<file path="config.mk">
export PLATFORM = sky130hd
export DESIGN_NAME = sd_cmd_engine
export DESIGN_NICKNAME = d
export VERILOG_FILES = /design/src/rtl/sdce_pkg.sv /design/src/rtl/sdce_crc7.sv /design/src/rtl/sdce_clkgen.sv /design/src/rtl/sdce_cmd_fsm.sv /design/src/rtl/sd_cmd_engine.sv
export SDC_FILE = /design/constraint.sdc
export NUM_CORES = 1
export LEC_CHECK = 0
export CAP_MARGIN = 20
export CORE_MARGIN = 2
export CORE_UTILIZATION = 51
export DETAILED_ROUTE_END_ITERATION = 10
export DONT_BUFFER_PORTS = 1
export PLACE_DENSITY = 0.66
export SKIP_CTS_REPAIR_TIMING = 1
export SYNTH_ARGS = -nofsm -noshare
export SYNTH_HDL_FRONTEND = slang
export SYNTH_HIERARCHICAL = 1
export SYNTH_SLANG_ARGS = --single-unit
</file>
<file path="constraint.sdc">
create_clock -name clk -period 9 [get_ports clk]
set_clock_uncertainty 0.1 [all_clocks]
set_input_delay 1.35 -clock clk [delete_from_list [all_inputs] [get_ports clk]]
set_output_delay 1.35 -clock clk [all_outputs]
set_load 0.005 [all_outputs]
</file>
<file path="src/rtl/sdce_pkg.sv">
package sdce_pkg;
  localparam int TX_BITS    = 48;
  localparam int SHORT_BITS = 48;
  localparam int LONG_BITS  = 136;

  localparam int CW_GO    = 15;
  localparam int CW_FAIL  = 14;
  localparam int CW_BUSY  = 11;
  localparam int CW_NORSP = 10;
  localparam int CW_LONG  = 9;
  localparam logic [15:0] CW_MASK = 16'hCEFF;

  localparam int ST_CRC7  = 4;
  localparam int ST_CMDTO = 6;
  localparam int ST_BUSY  = 10;
  localparam logic [31:0] ST_MASK = 32'h0000_0450;

  localparam logic [31:0] TMO_RESET = 32'h00F0_0000;

  typedef enum logic [2:0] {
    S_IDLE, S_SEND, S_WAIT, S_RECV, S_CHECK, S_BUSY
  } sdce_state_e;
endpackage

</file>
<file path="src/rtl/sdce_crc7.sv">
module sdce_crc7 #(
  parameter int N = 40
) (
  input  logic [N-1:0] data,
  output logic [6:0]   crc
);
  always_comb begin
    logic [6:0] c;
    logic fb;
    c = '0;
    for (int i = N - 1; i >= 0; i--) begin
      fb = data[i] ^ c[6];
      c  = {c[5:0], 1'b0};
      if (fb) c = c ^ 7'h09;
    end
    crc = c;
  end
endmodule

</file>
<file path="src/rtl/sdce_clkgen.sv">
module sdce_clkgen #(
  parameter int HALF = 2
) (
  input  logic clk,
  input  logic rst,
  output logic sd_clk,
  output logic rise_tk,
  output logic fall_tk
);
  localparam int CW = $clog2(HALF + 1);
  logic [CW-1:0] cnt;
  logic wrap;

  assign wrap    = (cnt == CW'(HALF - 1));
  assign rise_tk = wrap && !sd_clk;
  assign fall_tk = wrap && sd_clk;

  always_ff @(posedge clk) begin
    if (rst) begin
      cnt    <= '0;
      sd_clk <= 1'b0;
    end else if (wrap) begin
      cnt    <= '0;
      sd_clk <= !sd_clk;
    end else begin
      cnt <= cnt + 1'b1;
    end
  end
endmodule

</file>
<file path="src/rtl/sdce_cmd_fsm.sv">
module sdce_cmd_fsm
  import sdce_pkg::*;
#(
  parameter int TMO_W = 32
) (
  input  logic             clk,
  input  logic             rst,
  input  logic             rise_tk,
  input  logic             fall_tk,
  input  logic             start,
  input  logic [5:0]       idx,
  input  logic [31:0]      arg,
  input  logic             no_rsp,
  input  logic             long_rsp,
  input  logic             busy_wt,
  input  logic [TMO_W-1:0] tmo_start,
  input  logic             cmd_in,
  input  logic             dat0_in,
  output logic             cmd_out,
  output logic             cmd_oe,
  output logic             done,
  output logic             err_to,
  output logic             err_crc,
  output logic             busy_irq,
  output logic [127:0]     rsp
);
  localparam int RX_W = LONG_BITS - 1;

  sdce_state_e      st;
  logic [TX_BITS-1:0] tx_sh;
  logic [RX_W-1:0]  rx_sh;
  logic [7:0]       cnt;
  logic [TMO_W-1:0] tmo;
  logic             m_norsp, m_long, m_busy;
  logic [6:0]       tx_crc, rx_crc;
  logic [7:0]       rx_last;

  sdce_crc7 #(.N(40)) u_tx_crc (.data({2'b01, idx, arg}), .crc(tx_crc));
  sdce_crc7 #(.N(40)) u_rx_crc (.data({1'b0, rx_sh[46:8]}), .crc(rx_crc));

  assign rx_last = m_long ? 8'(LONG_BITS - 1) : 8'(SHORT_BITS - 1);

  always_ff @(posedge clk) begin
    if (rst) begin
      st <= S_IDLE; tx_sh <= '0; rx_sh <= '0; cnt <= '0; tmo <= '0;
      m_norsp <= 1'b0; m_long <= 1'b0; m_busy <= 1'b0;
      cmd_out <= 1'b1; cmd_oe <= 1'b0;
      done <= 1'b0; err_to <= 1'b0; err_crc <= 1'b0; busy_irq <= 1'b0;
      rsp <= '0;
    end else begin
      done <= 1'b0; err_to <= 1'b0; err_crc <= 1'b0; busy_irq <= 1'b0;
      case (st)
        S_IDLE: if (start) begin
          tx_sh   <= {2'b01, idx, arg, tx_crc, 1'b1};
          m_norsp <= no_rsp;
          m_long  <= long_rsp;
          m_busy  <= busy_wt;
          cnt     <= '0;
          st      <= S_SEND;
        end
        S_SEND: if (fall_tk) begin
          if (cnt == 8'(TX_BITS)) begin
            cmd_oe  <= 1'b0;
            cmd_out <= 1'b1;
            if (m_norsp) begin
              if (m_busy) st <= S_BUSY;
              else begin st <= S_IDLE; done <= 1'b1; end
            end else begin
              st  <= S_WAIT;
              tmo <= tmo_start;
            end
          end else begin
            cmd_oe  <= 1'b1;
            cmd_out <= tx_sh[TX_BITS-1];
            tx_sh   <= {tx_sh[TX_BITS-2:0], 1'b0};
            cnt     <= cnt + 8'd1;
          end
        end
        S_WAIT: if (rise_tk) begin
          if (!cmd_in) begin
            st  <= S_RECV;
            cnt <= 8'd1;
          end else if (tmo == '0) begin
            st <= S_IDLE; done <= 1'b1; err_to <= 1'b1;
          end else begin
            tmo <= tmo - 1'b1;
          end
        end
        S_RECV: if (rise_tk) begin
          rx_sh <= {rx_sh[RX_W-2:0], cmd_in};
          cnt   <= cnt + 8'd1;
          if (cnt == rx_last) st <= S_CHECK;
        end
        S_CHECK: begin
          if (m_long) rsp <= rx_sh[127:0];
          else        rsp <= {96'b0, rx_sh[39:8]};
          if (!m_long && (rx_crc != rx_sh[7:1])) begin
            st <= S_IDLE; done <= 1'b1; err_crc <= 1'b1;
          end else if (m_busy) begin
            st <= S_BUSY;
          end else begin
            st <= S_IDLE; done <= 1'b1;
          end
        end
        S_BUSY: if (rise_tk && dat0_in) begin
          st <= S_IDLE; done <= 1'b1; busy_irq <= 1'b1;
        end
        default: st <= S_IDLE;
      endcase
    end
  end


  oe_on_fall_chk: assert property (@(posedge clk) disable iff (rst)
    !$stable(cmd_oe) |-> $past(fall_tk));


  tmo_from_wait_chk: assert property (@(posedge clk) disable iff (rst)
    err_to |-> $past(st == S_WAIT));


  no_long_busy_chk: assert property (@(posedge clk) disable iff (rst)
    start |-> !(long_rsp && busy_wt));
endmodule

</file>
<file path="src/rtl/sd_cmd_engine.sv">
module sd_cmd_engine
  import sdce_pkg::*;
#(
  parameter int ADDR_W   = 8,
  parameter int CLK_HALF = 2
) (
  input  logic              clk,
  input  logic              rst,
  input  logic              reg_we,
  input  logic [ADDR_W-1:0] reg_addr,
  input  logic [31:0]       reg_wdata,
  output logic [31:0]       reg_rdata,
  output logic              sd_clk,
  output logic              sd_cmd_out,
  output logic              sd_cmd_oe,
  input  logic              sd_cmd_in,
  input  logic              sd_dat0_in
);
  localparam logic [ADDR_W-1:0] A_CMD  = ADDR_W'(8'h00);
  localparam logic [ADDR_W-1:0] A_ARG  = ADDR_W'(8'h04);
  localparam logic [ADDR_W-1:0] A_TMO  = ADDR_W'(8'h08);
  localparam logic [ADDR_W-1:0] A_RSP0 = ADDR_W'(8'h10);
  localparam logic [ADDR_W-1:0] A_RSP1 = ADDR_W'(8'h14);
  localparam logic [ADDR_W-1:0] A_RSP2 = ADDR_W'(8'h18);
  localparam logic [ADDR_W-1:0] A_RSP3 = ADDR_W'(8'h1C);
  localparam logic [ADDR_W-1:0] A_STAT = ADDR_W'(8'h20);

  logic [15:0]  cmd_q;
  logic [31:0]  arg_q, tmo_q, st_q;
  logic         rise_tk, fall_tk;
  logic         start, done, err_to, err_crc, busy_irq;
  logic [127:0] rsp;
  logic         cmd_wr, stat_wr, reject;
  logic [31:0]  clr_mask, set_mask;

  assign cmd_wr   = reg_we && (reg_addr == A_CMD) && !cmd_q[CW_GO];
  assign stat_wr  = reg_we && (reg_addr == A_STAT);
  assign reject   = reg_wdata[CW_LONG] && reg_wdata[CW_BUSY];
  assign start    = cmd_wr && reg_wdata[CW_GO] && !reject;
  assign clr_mask = stat_wr ? (reg_wdata & ST_MASK) : 32'd0;
  assign set_mask = (32'(err_crc) << ST_CRC7) | (32'(err_to) << ST_CMDTO) |
                    (32'(busy_irq) << ST_BUSY);

  sdce_clkgen #(.HALF(CLK_HALF)) u_clk (
    .clk(clk), .rst(rst), .sd_clk(sd_clk), .rise_tk(rise_tk), .fall_tk(fall_tk));

  sdce_cmd_fsm #(.TMO_W(32)) u_fsm (
    .clk(clk), .rst(rst), .rise_tk(rise_tk), .fall_tk(fall_tk),
    .start(start), .idx(reg_wdata[5:0]), .arg(arg_q),
    .no_rsp(reg_wdata[CW_NORSP]), .long_rsp(reg_wdata[CW_LONG]),
    .busy_wt(reg_wdata[CW_BUSY]), .tmo_start(tmo_q),
    .cmd_in(sd_cmd_in), .dat0_in(sd_dat0_in),
    .cmd_out(sd_cmd_out), .cmd_oe(sd_cmd_oe), .done(done),
    .err_to(err_to), .err_crc(err_crc), .busy_irq(busy_irq), .rsp(rsp));

  always_ff @(posedge clk) begin
    if (rst) begin
      cmd_q <= '0; arg_q <= '0; tmo_q <= TMO_RESET; st_q <= '0;
    end else begin
      if (cmd_wr) begin
        cmd_q          <= reg_wdata[15:0] & CW_MASK;
        cmd_q[CW_FAIL] <= reg_wdata[CW_GO] && reject;
        cmd_q[CW_GO]   <= reg_wdata[CW_GO] && !reject;
      end else if (done) begin
        cmd_q[CW_GO]   <= 1'b0;
        cmd_q[CW_FAIL] <= err_to || err_crc;
      end
      if (reg_we && reg_addr == A_ARG) arg_q <= reg_wdata;
      if (reg_we && reg_addr == A_TMO) tmo_q <= reg_wdata;
      st_q <= (st_q & ~clr_mask) | set_mask;
    end
  end

  always_ff @(posedge clk) begin
    if (rst) reg_rdata <= '0;
    else begin
      case (reg_addr)
        A_CMD:   reg_rdata <= {16'b0, cmd_q};
        A_ARG:   reg_rdata <= arg_q;
        A_TMO:   reg_rdata <= tmo_q;
        A_RSP0:  reg_rdata <= rsp[31:0];
        A_RSP1:  reg_rdata <= rsp[63:32];
        A_RSP2:  reg_rdata <= rsp[95:64];
        A_RSP3:  reg_rdata <= rsp[127:96];
        A_STAT:  reg_rdata <= st_q;
        default: reg_rdata <= '0;
      endcase
    end
  end


  go_drop_chk: assert property (@(posedge clk) disable iff (rst)
    $fell(cmd_q[CW_GO]) |-> $past(done));


  busy_word_hold_chk: assert property (@(posedge clk) disable iff (rst)
    cmd_q[CW_GO] && !done |=> $stable(cmd_q[13:0]));


  w1c_only_chk: assert property (@(posedge clk) disable iff (rst)
    (($past(st_q) & ~st_q) & ~$past(clr_mask)) == 32'd0);
endmodule

</file>
==> results.md, run 1 <==
* Total CTS buffers at 51
* Origin of the critical flop-to-flop path: u_fsm/rx_sh[41]
* Hold path start: u_clk/cnt[0]
* Fraction of layout instances using a drive strength above 1 at 8.71%
* Req. time, crit path at 9.40 ns
* Sw Ratio at 22.8%
* Max cap viols at 0
* CP startpoint: reg_addr[3]
* Share of power burned in registers at 44.9%
* Post-synth EDFFs at 0
* Initial antenna violation count at 2
* CTS clock-pin slew for the worst setup and hold paths at 0.06 ns
* Worst hold path type: register to register
* Synth-to-layout area growth at 8.81%
* Vias in the first global route at 16700
* Avg Cell Area, Syn at 8.98 um2
* Power share of the combinational group at 7.4%
* Grt ovf at 0
* Vias per cell at 6.16
* Leakage Power at 8.01 nW
* Latest clock arrival within the worst-skew pair at 0.62 ns
* Die width at 210 um
* Number of DRC markers in iteration 0 at 2203
* Normalized max-slew margin at 25.8%
* Yosys cell types at 87
* FP Rows at 75
* Post-synthesis sequential area ratio at 43.4%
* All-Layer GR Usage at 28.0%
* CTS tree: built
* Top Ports at 80
* RSZ-0062 raised after global routing: no
* CP endpoint kind: register
* Dpl cells at 2789
* FFs w/ async S/R, synth at 0%
* Pin count of the biggest net entering global routing at 337
* Clk sinks at 471
* Area contributors post-synth: dfxtp_1 (43%), nand2_1 (9.5%), a21oi_1 (5.5%), a22o_1 (4.3%), xnor3_1 (3.3%)
* Pint at 3.61 mW
* DRC at 0
* # setup viols final at 0
* Antenna Nets Post-Route at 0
* Gate count of the mapped netlist at 2420
* Synth Cell Area at 0.0217 mm2
* Port Buffers at 0
* Ys Warns at 6
* P_sw at 1.07 mW
* Final Hold Vio Count at 0
* Run status: complete, no violations
* Post-Layout Cell Count at 2884
* Crit path DAT at 4.62 ns
* Final Wtd Congestion at 0.904
* Vias after detailed routing at 17800
* Slew Limit Fails at 0
* Clock Power Share at 47.7%
* Total design power at 4.67 mW
* Critical path launch point type: input pin
* HPWL Detailed at 41.2 mm
* H-Tree Depth at 2
* CTS max path bufs at 3
* Drt pass-1 iters at 5
* Slew @ Worst Pin at 1.11 ns
* Core box area at 0.0419 mm2
* Synth top area share at 43.4%
* Period utilization at 46.9%
* Setup CP Type: input pin to register
* First-pass GRT wire length at 97.6 mm
* Die Footprint at 0.0443 mm2
* # nets final at 2353
* Chip height at 210 um
* Synth Flop Type: dfxtp_1
* Fin Setup TNS at 0 ns
* Starting Density at 51.8%
* Pwr Density at 198 mW/mm2
* Final Critical Period at 4.22 ns
* Max Fclk at 237 MHz
* Routed wire per std cell at 21.8 um
* Crit path max fanout at 91
* Drt total wl at 62.8 mm
* Synth area leader: dfxtp_1
* Synth Register Bits at 471
* Peak supply drop at 0.135 mV
* Root buf cell: clkbuf_16
==> kinds of logic after synthesis <==
kind of cell,share of synthesized area [%]
other,0.0346
muxes,5.57
adders and majority gates,0.230
AOI/OAI and AO/OA,20.0
and+or+nand+nor,17.1
xor gates and xnor gates,9.44
buffers and inverters,4.23
DFF,43.4
==> state kept, by name, indices dropped and copies added (netlist names), 2 cells and up <==
register	count
u_fsm/cnt	8
arg_q	32
u_fsm/tmo	32
u_fsm/tx_sh	48
u_fsm/rx_sh	128
u_fsm/rsp	128
cmd_q	13
u_clk/cnt	2
reg_rdata	32
tmo_q	32
st_q	3
u_fsm/st	3
==> power groups by stage <==
stage | logic [mW] | registers (mW) | clock network (mW)
CTS | 0.344 | 2.10 | 2.27
finish | 0.347 | 2.10 | 2.23
detailed placement | 0.341 | 2.14 | 0
global placement | 0.338 | 2.14 | 0
floorplan | 0.319 | 2.14 | 0
global route | 0.371 | 2.10 | 2.35
==> final timing paths <==
path	cells after the start	end	slack (ns)
min reg2reg	1	u_clk/cnt[0]	0.33
max reg2reg	10	u_fsm/done	5.16
max	10	u_fsm/tx_sh[36]	4.78
min	1	u_clk/cnt[0]	0.33
==> through the flow <==
step / hold WS [ns] / util [%] / area (um2) / worst slack [ns]
floorplan: 0.296 / - / 21700 / 4.58
global placement: 0.306 / 52.0 / 21800 / 4.37
detailed placement: 0.322 / 52.0 / 21800 / 4.23
CTS: 0.331 / 56.3 / 23600 / 4.84
global route: 0.347 / 56.3 / 23600 / 4.50
finish: 0.326 / 56.3 / 23600 / 4.78
==> critical path, cell delays in order <==
cell and delay [ns]:
nor4_1 0.45, and4b_1 0.81, and3_1 0.31, inv_1 0.06, nor4_1 0.17, buf_4 0.20
o22a_2 0.14, buf_4 0.63, nor2_1 0.10, a311oi_1 0.30
==> cells in the mapped netlist (6+ instances only) <==
master    count
o31a_1        7
nand2_1     549
buf_6         6
dfxtp_1     471
o31ai_1       7
a311oi_1     45
buf_2        23
nor4_1       12
o32ai_1      27
nand4_1      10
mux4_2        9
mux2_2       32
clkbuf_1    157
nor2b_1      16
and2_1        7
a21oi_1     239
xnor3_1      32
a221oi_1     41
or3_1         9
or4_1        12
mux2i_1      62
xor2_1       16
nor3_1       47
nor2_1      141
o21ai_0      19
xnor3_2       6
inv_1        23
a211oi_1     60
xor3_1       10
xnor2_1      48
a22o_1      107
o22ai_1       8
buf_1        12
nand3_1      29
xnor2_4       6
a22oi_1      10
==> area by class of cell <==
| cell class | instances | area (um2) |
|---|---|---|
| sequential | 471 | 9430 |
| inverter | 23 | 86.3 |
| timing repair buffer | 27 | 206 |
| multi-input combinational | 1730 | 11400 |
| antenna | 2 | 5.00 |
| tap | 539 | 674 |
| clock buffer | 68 | 1410 |
| clock inverter | 24 | 382 |
| fill | 3735 | 18300 |
==> placed cells by master, fill, tap and decap left out, drive strengths merged, types with 26 or more instances in the layout <==
cell type,instances
nand2,549
dfxtp,471
a21oi,241
nor2,142
a22o,107
clkbuf,68
mux2i,62
a211oi,60
xnor2,58
nor3,49
a311oi,45
a221oi,42
xnor3,40
mux2,32
nand3,29
o32ai,27
buf,27
inv,26
==> layer usage <==
layer	wire, um	global-route usage [%]	share of wire (%)	up-vias
met1	27400	38.2	44	8596
met4	1520	7.87	2.4	2
met3	4890	5.77	7.8	104
met2	29000	45.1	46	677
li1	-	-	-	8385
met5	13	0	0.021	-
Note: power is estimated with default switching activity, not from simulation.
==> run 2, diff against run 1 <==
==> constraint.sdc (replaced) <==
create_clock -name clk -period 4.37 [get_ports clk]
set_clock_uncertainty 0.1 [all_clocks]
set_input_delay 0.6555 -clock clk [delete_from_list [all_inputs] [get_ports clk]]
set_output_delay 0.6555 -clock clk [all_outputs]
set_load 0.005 [all_outputs]
==> results.md, run 2 (synthesis results as in run 1) <==
* Slowest stage cell, crit path: xor3_2
* Drt total wl at 63.7 mm
* CP endpoint kind: register
* Max cap viols at 0
* Grt ovf at 0
* Die Footprint at 0.0443 mm2
* Root buf cell: clkbuf_16
* Final Wtd Congestion at 0.898
* # nets final at 2359
* Worst hold path type: input pin to register
* Dpl cells at 2797
* First-pass GRT wire length at 97.8 mm
* Pwr Density at 400 mW/mm2
* CTS tree: built
* Top Ports at 80
* Period utilization at 86.2%
* Max Fclk at 266 MHz
* Most frequent cells in the layout: nand2_1 (549), dfxtp_1 (470), a21oi_1 (239)
* Most common cell after layout, fill and taps aside: nand2_1
* RSZ-0062 raised after global routing: no
* Vias after detailed routing at 17900
* Routed wire per std cell at 22.1 um
* Final Util at 56.4%
* CTS max path bufs at 3
* Pin count of the biggest net entering global routing at 337
* Vias in the first global route at 16600
* Antenna Nets Post-Route at 0
* Worst path cell trace: xor3_2 > xnor3_1 > xor2_1 > xnor3_2 > xnor3_1 > xnor2_1 > nand4_1 > o21ai_0 > a21oi_1 > o31a_1
* Drt pass-1 iters at 8
* HPWL Detailed at 42.1 mm
* Die width at 210 um
* CTS clock-pin slew for the worst setup and hold paths at 0.06 ns
* Critical path launch point type: register
* Number of fill cells at 3702
* Total CTS buffers at 49
* Crit path DAT at 4.15 ns
* Synth-to-layout area growth at 8.91%
* Slew Limit Fails at 0
* Leakage Power at 8.04 nW
* Setup CP Type: register to register
* Chip height at 210 um
* Latest clock arrival within the worst-skew pair at 0.61 ns
* FF-to-FF path depth at 10
* DRC at 0
* Final Hold Vio Count at 0
* Crit path max fanout at 5
* Vias per cell at 6.21
* Clk sinks at 471
* Most numerous cell on the critical path: xnor3_1
* Post-Layout Cell Count at 2886
* Inserted Diodes at 0
* Port Buffers at 0
* Normalized max-slew margin at 23.1%
* Hold Path Depth at 1
* Final Critical Period at 3.77 ns
* Core box area at 0.0419 mm2
* Number of DRC markers in iteration 0 at 1914
* Peak supply drop at 0.264 mV
* Hold Slack at 0.0702 ns
* FP Rows at 75
* Slew @ Worst Pin at 1.15 ns
* # setup viols final at 0
* Fraction of layout instances using a drive strength above 1 at 9.03%
* H-Tree Depth at 2
* CP peak stage delay at 0.55 ns
* Fin Setup TNS at 0 ns
* Initial antenna violation count at 1
* Run status: complete, no violations
* Starting Density at 51.8%
* Req. time, crit path at 4.75 ns
* Top flop regs: u_fsm/rsp x128, u_fsm/rx_sh x128, u_fsm/tx_sh x48
* All-Layer GR Usage at 28.2%
run 2: changes by cell type in the layout (fill, tap and decap cells not counted), moves of 3 or more:
cell and change:
buf_4 +6, clkbuf_8 +5, clkbuf_1 -4, buf_12 +3, clkinv_2 +3
run 2: through the flow:
stage          area [um2]  setup slack (ns)  power, mW
2_1_floorplan       21700             0.647       5.06
3_3_place_gp        21900             0.747       5.12
3_5_place_dp        21900             0.672       5.13
4_1_cts             23600             0.637       9.53
5_1_grt             23700             0.403       9.74
6_report            23700             0.604       9.47
run 2: cell type report:
cell class              count  area [um2]  area share, %
inverters                  23        86.3          0.365
multi-input cells        1730       11400           48.4
well taps                 539         674           2.85
clock buffers              67        1410           5.98
flip-flops and latches    471        9430           39.9
repair buffers             35         300           1.27
clock inverters            21         312           1.32
run 2: critical path: cells and delay by family, from the launching register on:
kind	cells	cell delay, ns
AO/OA/AOI/OAI	3	0.70
AND/OR/NAND/NOR	1	0.26
flip-flops	1	0.44
XOR/XNOR	6	2.16
run 2: final timing paths:
path,start,slack [ns],endpoint
setup reg to reg,u_fsm/rx_sh[46],0.60,u_fsm/done
hold reg to reg,u_clk/cnt[0],0.32,u_clk/cnt[0]
setup / recovery,u_fsm/rx_sh[46],0.60,u_fsm/done
hold / removal,rst,0.07,u_clk/sd_clk
run 2: per-layer routing:
| metal | vias to the layer above | part of all wire (%) | global-route usage [%] |
|---|---|---|---|
| met5 | - | 0 | 0 |
| met1 | 8775 | 43 | 38.0 |
| met4 | 0 | 2.9 | 10.1 |
| li1 | 8409 | - | - |
| met2 | 626 | 47 | 45.7 |
| met3 | 99 | 7.1 | 4.80 |
run 2: power breakdown:
part / total (mW) / switching, mW / internal [mW]
logic: 0.727 / 0.357 / 0.370
clock network: 4.42 / 1.79 / 2.63
registers: 4.32 / 0.0124 / 4.30
total: 9.47 / 2.16 / 7.31
